File: src/rtl/spip_pkg.sv
package spip_pkg;

    localparam int REG_W       = 8;
    localparam int PIN_N       = 4;
    localparam int SYNC_STAGES = 2;

    localparam int PIN_SEL  = 0;
    localparam int PIN_CLK  = 1;
    localparam int PIN_MOUT = 2;
    localparam int PIN_MIN  = 3;

    typedef enum logic {
        ADDR_PORT = 1'b0,
        ADDR_DIR  = 1'b1
    } reg_addr_e;

    typedef struct packed {
        logic drv;
        logic oe;
    } pin_drive_t;

    function automatic bit engine_owns(input int idx);
        return idx != PIN_MIN;
    endfunction

endpackage

File: src/rtl/spip_regs.sv
module spip_regs
    import spip_pkg::*;
#(
    parameter int W = REG_W
) (
    input  logic         clk,
    input  logic         rst,
    input  logic         wr,
    input  logic         addr,
    input  logic [W-1:0] wdata,
    output logic [W-1:0] port_q,
    output logic [W-1:0] dir_q
);

    always_ff @(posedge clk) begin
        if (rst) begin
            port_q <= '0;
            dir_q  <= '0;
        end else if (wr) begin
            if (reg_addr_e'(addr) == ADDR_DIR) dir_q  <= wdata;
            else                               port_q <= wdata;
        end
    end

endmodule

File: src/rtl/spip_sync.sv
module spip_sync #(
    parameter int W      = 4,
    parameter int STAGES = 2
) (
    input  logic         clk,
    input  logic         rst,
    input  logic [W-1:0] d,
    output logic [W-1:0] q
);

    logic [W-1:0] chain [STAGES];

    for (genvar s = 0; s < STAGES; s++) begin : g_stage
        always_ff @(posedge clk) begin
            if (rst)         chain[s] <= '0;
            else if (s == 0) chain[s] <= d;
            else             chain[s] <= chain[(s == 0) ? 0 : s-1];
        end
    end

    assign q = chain[STAGES-1];

endmodule

File: src/rtl/spip_pinmux.sv
module spip_pinmux
    import spip_pkg::*;
#(
    parameter int N = PIN_N
) (
    input  logic         spi_en,
    input  logic [N-1:0] port_bits,
    input  logic [N-1:0] dir_bits,
    input  logic [N-1:0] eng_out,
    input  logic [N-1:0] eng_oe,
    output logic [N-1:0] drv_val,
    output logic [N-1:0] pin_out,
    output logic [N-1:0] pin_oe
);

    pin_drive_t sel [N];

    for (genvar i = 0; i < N; i++) begin : g_pin
        if (engine_owns(i)) begin : g_eng
            always_comb begin
                sel[i].drv = spi_en ? eng_out[i] : port_bits[i];
                sel[i].oe  = spi_en ? eng_oe[i]  : dir_bits[i];
            end
        end else begin : g_in
            always_comb begin
                sel[i].drv = port_bits[i];
                sel[i].oe  = spi_en ? 1'b0 : dir_bits[i];
            end
        end
        assign drv_val[i] = sel[i].drv;
        assign pin_oe[i]  = sel[i].oe;
        assign pin_out[i] = sel[i].oe & sel[i].drv;
    end

endmodule

File: src/rtl/spi_pin_port.sv
module spi_pin_port
    import spip_pkg::*;
#(
    parameter int RW     = REG_W,
    parameter int PN     = PIN_N,
    parameter int STAGES = SYNC_STAGES
) (
    input  logic          clk,
    input  logic          rst,
    input  logic          bus_wr,
    input  logic          bus_addr,
    input  logic [RW-1:0] bus_wdata,
    output logic [RW-1:0] bus_rdata,
    input  logic          spi_en,
    input  logic [PN-1:0] eng_out,
    input  logic [PN-1:0] eng_oe,
    input  logic [PN-1:0] pad_in,
    output logic [PN-1:0] pin_out,
    output logic [PN-1:0] pin_oe
);

    logic [RW-1:0] port_q, dir_q, port_view;
    logic [PN-1:0] pad_s, drv_val;

    spip_regs #(.W(RW)) u_regs (
        .clk(clk), .rst(rst), .wr(bus_wr), .addr(bus_addr),
        .wdata(bus_wdata), .port_q(port_q), .dir_q(dir_q)
    );

    spip_sync #(.W(PN), .STAGES(STAGES)) u_sync (
        .clk(clk), .rst(rst), .d(pad_in), .q(pad_s)
    );

    spip_pinmux #(.N(PN)) u_mux (
        .spi_en(spi_en), .port_bits(port_q[PN-1:0]), .dir_bits(dir_q[PN-1:0]),
        .eng_out(eng_out), .eng_oe(eng_oe),
        .drv_val(drv_val), .pin_out(pin_out), .pin_oe(pin_oe)
    );

    for (genvar b = 0; b < RW; b++) begin : g_rd
        if (b < PN) begin : g_pin
            assign port_view[b] = dir_q[b] ? drv_val[b] : pad_s[b];
        end else begin : g_none
            assign port_view[b] = 1'b0;
        end
    end

    assign bus_rdata = (reg_addr_e'(bus_addr) == ADDR_DIR) ? dir_q : port_view;

endmodule

File: config.mk
export PLATFORM = sky130hd
export DESIGN_NAME = spi_pin_port
export DESIGN_NICKNAME = d
export VERILOG_FILES = /design/src/rtl/spip_pkg.sv /design/src/rtl/spip_regs.sv /design/src/rtl/spip_sync.sv /design/src/rtl/spip_pinmux.sv /design/src/rtl/spi_pin_port.sv
export SDC_FILE = /design/constraint.sdc
export NUM_CORES = 1
export LEC_CHECK = 0
export CORE_UTILIZATION = 48
export DETAILED_ROUTE_END_ITERATION = 12
export PLACE_DENSITY = 0.83
export SETUP_SLACK_MARGIN = 0.05
export SYNTH_ARGS = -nofsm -noshare
export SYNTH_HDL_FRONTEND = slang
export SYNTH_HIERARCHICAL = 1
export SYNTH_SLANG_ARGS = --single-unit
File: constraint.sdc
create_clock -name clk -period 1.9 [get_ports clk]
set_clock_uncertainty 0.2 [all_clocks]
set_input_delay 0.19 -clock clk [delete_from_list [all_inputs] [get_ports clk]]
set_output_delay 0.19 -clock clk [all_outputs]
set_load 0.1 [all_outputs]
* Word-level counts from Yosys, hierarchy flattened *
Memory sizes are Yosys's and may differ from the RTL's.
Cells that the tools add are included.

operators by class
  reduce and logical (&&, ||, !) cells = 2
  bitwise logic cells = 7
  mux-type cells = 17

operator list
  cell              count
  $mux 1            14
  $mux 4            2
  $mux 8            1
  $and 1x1->1       4
  $reduce_and 2->1  2
  $or 1x1->1        2
  $not 1->1         1

storage, ports and cells
  output and inout bits = 16
  memories kept = 1
  word-level logic and storage cells = 29
  flip-flop bits (word level) = 12
  memory bits (writable) = 8

memories
  name          words  width  rd ports  clocked after memory_dff  write ports  RTL line         text
  u_sync.chain  2      4      2         0                         2            spip_sync.sv:11  logic [W-1:0] chain [STAGES];

* Longest topological paths before layout *
  word-level depth = 3
  gate-level depth with buffers = 4
  gate-level depth less buffers = 3

* Modules after synthesis *
The synthesis kept the hierarchy.

modules (own cells, without submodules)
  module        cells an instance  times used  area each (um^2)  sequential area each (um^2)
  spip_regs     64                 1           674.4             320.3
  spip_sync     16                 1           210.2             160.2
  spip_pinmux   19                 1           155.1             0.0
  spi_pin_port  17                 1           123.9             0.0

* Worst setup path after synthesis *
No wires, ideal clock.

  path kind = reg-to-output
  start = register u_regs.dir_q[3]
  end = output port pin_out[3]
  buffers on the path = 0
  stages on the path, launching flop included = 3
  required time = 1.510 ns
  slack = -1.148 ns
  data arrival time = 2.658 ns
  path through = dfxtp_1 nor2b_1 and2_1

on the way
  word-level cells in the longest chain between the ends = 2

ends and longest elaborated chain
  element                   RTL line            text
  start: declaration        spip_regs.sv:12     output logic [W-1:0] dir_q
  start signal: assignment  spip_regs.sv:20     if (reg_addr_e'(addr) == ADDR_DIR) dir_q <= wdata;
  $mux 1                    spip_pinmux.sv:27   sel[i].oe = spi_en ? 1'b0 : dir_bits[i];
  via pin_oe[3]             spi_pin_port.sv:19  output logic [PN-1:0] pin_oe
  $and 1x1->1               spip_pinmux.sv:32   assign pin_out[i] = sel[i].oe & sel[i].drv;
  end: declaration          spi_pin_port.sv:18  output logic [PN-1:0] pin_out,

The timed path passes the listed nets, and every way through them passes these cells.

* Worst setup path in the final report *
  start = input port spi_en
  end = output port bus_rdata[1]

on the way
  word-level cells in the longest chain between the ends = 3

ends and longest elaborated chain
  element             RTL line            text
  start: declaration  spi_pin_port.sv:14  input logic spi_en,
  $mux 1              spip_pinmux.sv:21   sel[i].drv = spi_en ? eng_out[i] : port_bits[i];
  via drv_val[1]      spi_pin_port.sv:23  logic [PN-1:0] pad_s, drv_val;
  $mux 1              spi_pin_port.sv:42  assign port_view[b] = dir_q[b] ? drv_val[b] : pad_s[b];
  $mux 8              spi_pin_port.sv:48  assign bus_rdata = (reg_addr_e'(bus_addr) == ADDR_DIR) ? dir_q : port_view;
  end: declaration    spi_pin_port.sv:13  output logic [RW-1:0] bus_rdata,

The timed path passes the listed nets, and every way through them passes these cells.

==> impl_metrics.env <==
export IMPL_io_buffers=38
export IMPL_hold_depth=2
export IMPL_stdcell_area_mm2=0.00164
export IMPL_clkSlewWorstSetupHoldPaths_ns=0.11
export IMPL_dpl_worst_slack_ns=-0.131
export IMPL_r2r_end="u_regs/dir_q[1]"
export IMPL_setup_viol_count_final=0
export IMPL_rsz0062_at_grt="false"
export IMPL_syn_nets=128
export IMPL_pwr_share_seq_pct=43.8
export IMPL_drive_gt1_share_pct=29.4
export IMPL_maxCapViolCount=0
export IMPL_ff2ff_setup_slack_ns=1.00
export IMPL_cts_setup_buffers=0
export IMPL_finalWirelength_mm=2.15
export IMPL_crit_type="input port to output port"
export IMPL_via_per_inst=5.02
export IMPL_fin_tns_setup_ns=0
export IMPL_clk_root_buffer_cell="clkbuf_4"
export IMPL_syn_avg_cell_area_um2=9.83
export IMPL_dr_pass1_iters=4
export IMPL_num_vias=854
export IMPL_power_frac_comb_pct=32.8
export IMPL_max_freq_ghz=0.572
export IMPL_p_int_mw=0.711
export IMPL_placed_cell_area_mm2=0.00160
export IMPL_hpwl_mm=1.69
export IMPL_antenna_cells=0
export IMPL_netlist_area_mm2=0.00101
export IMPL_start_kind="input port"
export IMPL_rr_worst_depth=2
export IMPL_cp_required_ns=1.51
export IMPL_fin_crit_ns=1.75
export IMPL_antenna_left=0
export IMPL_insertion_delay_ns=0.29
export IMPL_synthCells=103
export IMPL_gp_congestion=0.699
export IMPL_run_status="finished clean"
export IMPL_nets=169
export IMPL_setup_ws_ns=0.152
export IMPL_initial_core_util_pct=51.1
export IMPL_die_area_mm2=0.00230
export IMPL_switching_power_mw=0.327
export IMPL_tightestPinTransition_ns=0.308
export IMPL_clock_path_buffers=2
export IMPL_slew_headroom_pct=79.5
export IMPL_hold_end="u_sync/chain[0][3]"
export IMPL_switching_share_pct=31.5
export IMPL_grt_start_max_net_pins=29
export IMPL_clock_sinks=20
export IMPL_cp_arrival_ns=1.36
export IMPL_drv_slew=0
export IMPL_antenna_found_initial=0
export IMPL_track_usage_pct=20.1
export IMPL_num_io_pins=41
export IMPL_rows=16
export IMPL_hold_path_class="input port to flip-flop"
export IMPL_postCtsHoldBufs=0
export IMPL_die_w_um=47.9
export IMPL_cts_buffers=3
export IMPL_endpoint_kind="output port"
export IMPL_drc_errors=0
export IMPL_syn2layout_area_growth_pct=61.6
export IMPL_worstPathMaxFanout=7
export IMPL_yosysWarnings=6
export IMPL_p_leak_nw=0.668
export IMPL_core_mm2=0.00198
export IMPL_min_from="pad_in[3]"
export IMPL_p_per_area_mw_per_mm2=635
export IMPL_die_h_um=47.9
export IMPL_cts_resized=1
export IMPL_worstReg2RegStart="u_regs/dir_q[1]"
export IMPL_clock_power_share_pct=23.4
export IMPL_grt_pass1_wl_mm=3.22
export IMPL_wl_per_cell_um=12.7
export IMPL_fillers=123
export IMPL_cts_tree="yes"
export IMPL_grt_pass1_vias=788
export IMPL_post_route_period_util_pct=92.0
export IMPL_dp_cells=166
export IMPL_htree_levels=1
export IMPL_grt_ovfl_total=0
export IMPL_finalPower_mw=1.04
export IMPL_peakVddDrop_mv=0.437
export IMPL_drt_iter0_drc=5
export IMPL_finalHoldViolCount=0
export IMPL_layoutNonFillerInstCount=170
[metrics by stage]
stage | hold slack [ns] | util, %
floorplan | 0.0616 | -
global placement | 0.218 | 80.7
detailed placement | 0.236 | 80.7
CTS | 0.228 | 82.5
global route | 0.238 | 82.5
finish | 0.242 | 82.5
[cells in the final DEF, fill, tap and decap left out]
cell	count
nand2b_1	22
clkdlybuf4s50_1	21
dfxtp_1	20
buf_12	16
mux2i_1	12
nor2b_1	9
o21ai_2	7
and2_1	5
buf_4	5
o21ai_1	4
mux2_4	4
nand2_1	4
clkbuf_4	3
nand3_1	3
nand2b_4	2
mux2_2	2
clkbuf_8	1
dlygate4sd2_1	1
nor2b_4	1
and2_2	1
[power groups by stage]
stage / Combinational [mW] / Sequential [mW] / Clock [mW]
2_1_floorplan: 0.206 / 0.460 / 0
3_3_place_gp: 0.336 / 0.462 / 0
3_5_place_dp: 0.343 / 0.464 / 0
4_1_cts: 0.343 / 0.455 / 0.250
5_1_grt: 0.355 / 0.458 / 0.267
6_report: 0.340 / 0.454 / 0.243
[metal layers]
metal | track usage (%) | routed length (um) | up-vias
li1 | - | - | 418
met5 | 0 | 0 | -
met2 | 36.8 | 1120 | 36
met1 | 22.9 | 884 | 396
met4 | 7.22 | 37 | 0
met3 | 4.15 | 110 | 4
[cell type report]
| type | instances | area, um2 | share of cell area, % |
|---|---|---|---|
| Clock buffer | 4 | 36.3 | 2.22 |
| Multi-Input combinational cell | 76 | 588 | 36.0 |
| Sequential cell | 20 | 400 | 24.5 |
| Tap cell | 27 | 33.8 | 2.07 |
| Timing Repair Buffer | 43 | 577 | 35.3 |
[registers in the layout (all words and copies together) (netlist names)]
register       count
u_sync/chain       8
u_regs/dir_q       8
u_regs/port_q      4
[worst max-delay path by stage]
stage | depth (start not counted) | startpoint | to
6_report | 5 | spi_en | bus_rdata[1]
3_5_place_dp | 5 | spi_en | bus_rdata[1]
2_1_floorplan | 2 | u_regs/dir_q[3] | pin_out[3]
5_1_grt | 5 | spi_en | bus_rdata[1]
3_3_place_gp | 5 | spi_en | bus_rdata[1]
4_1_cts | 5 | spi_en | bus_rdata[1]
[critical path, stage by stage]
cell and delay (ns):
dlygate4sd2_1 0.38, mux2_2 0.38, o21ai_1 0.14, o21ai_2 0.10, buf_12 0.17
(Power assumes the default switching activity.)
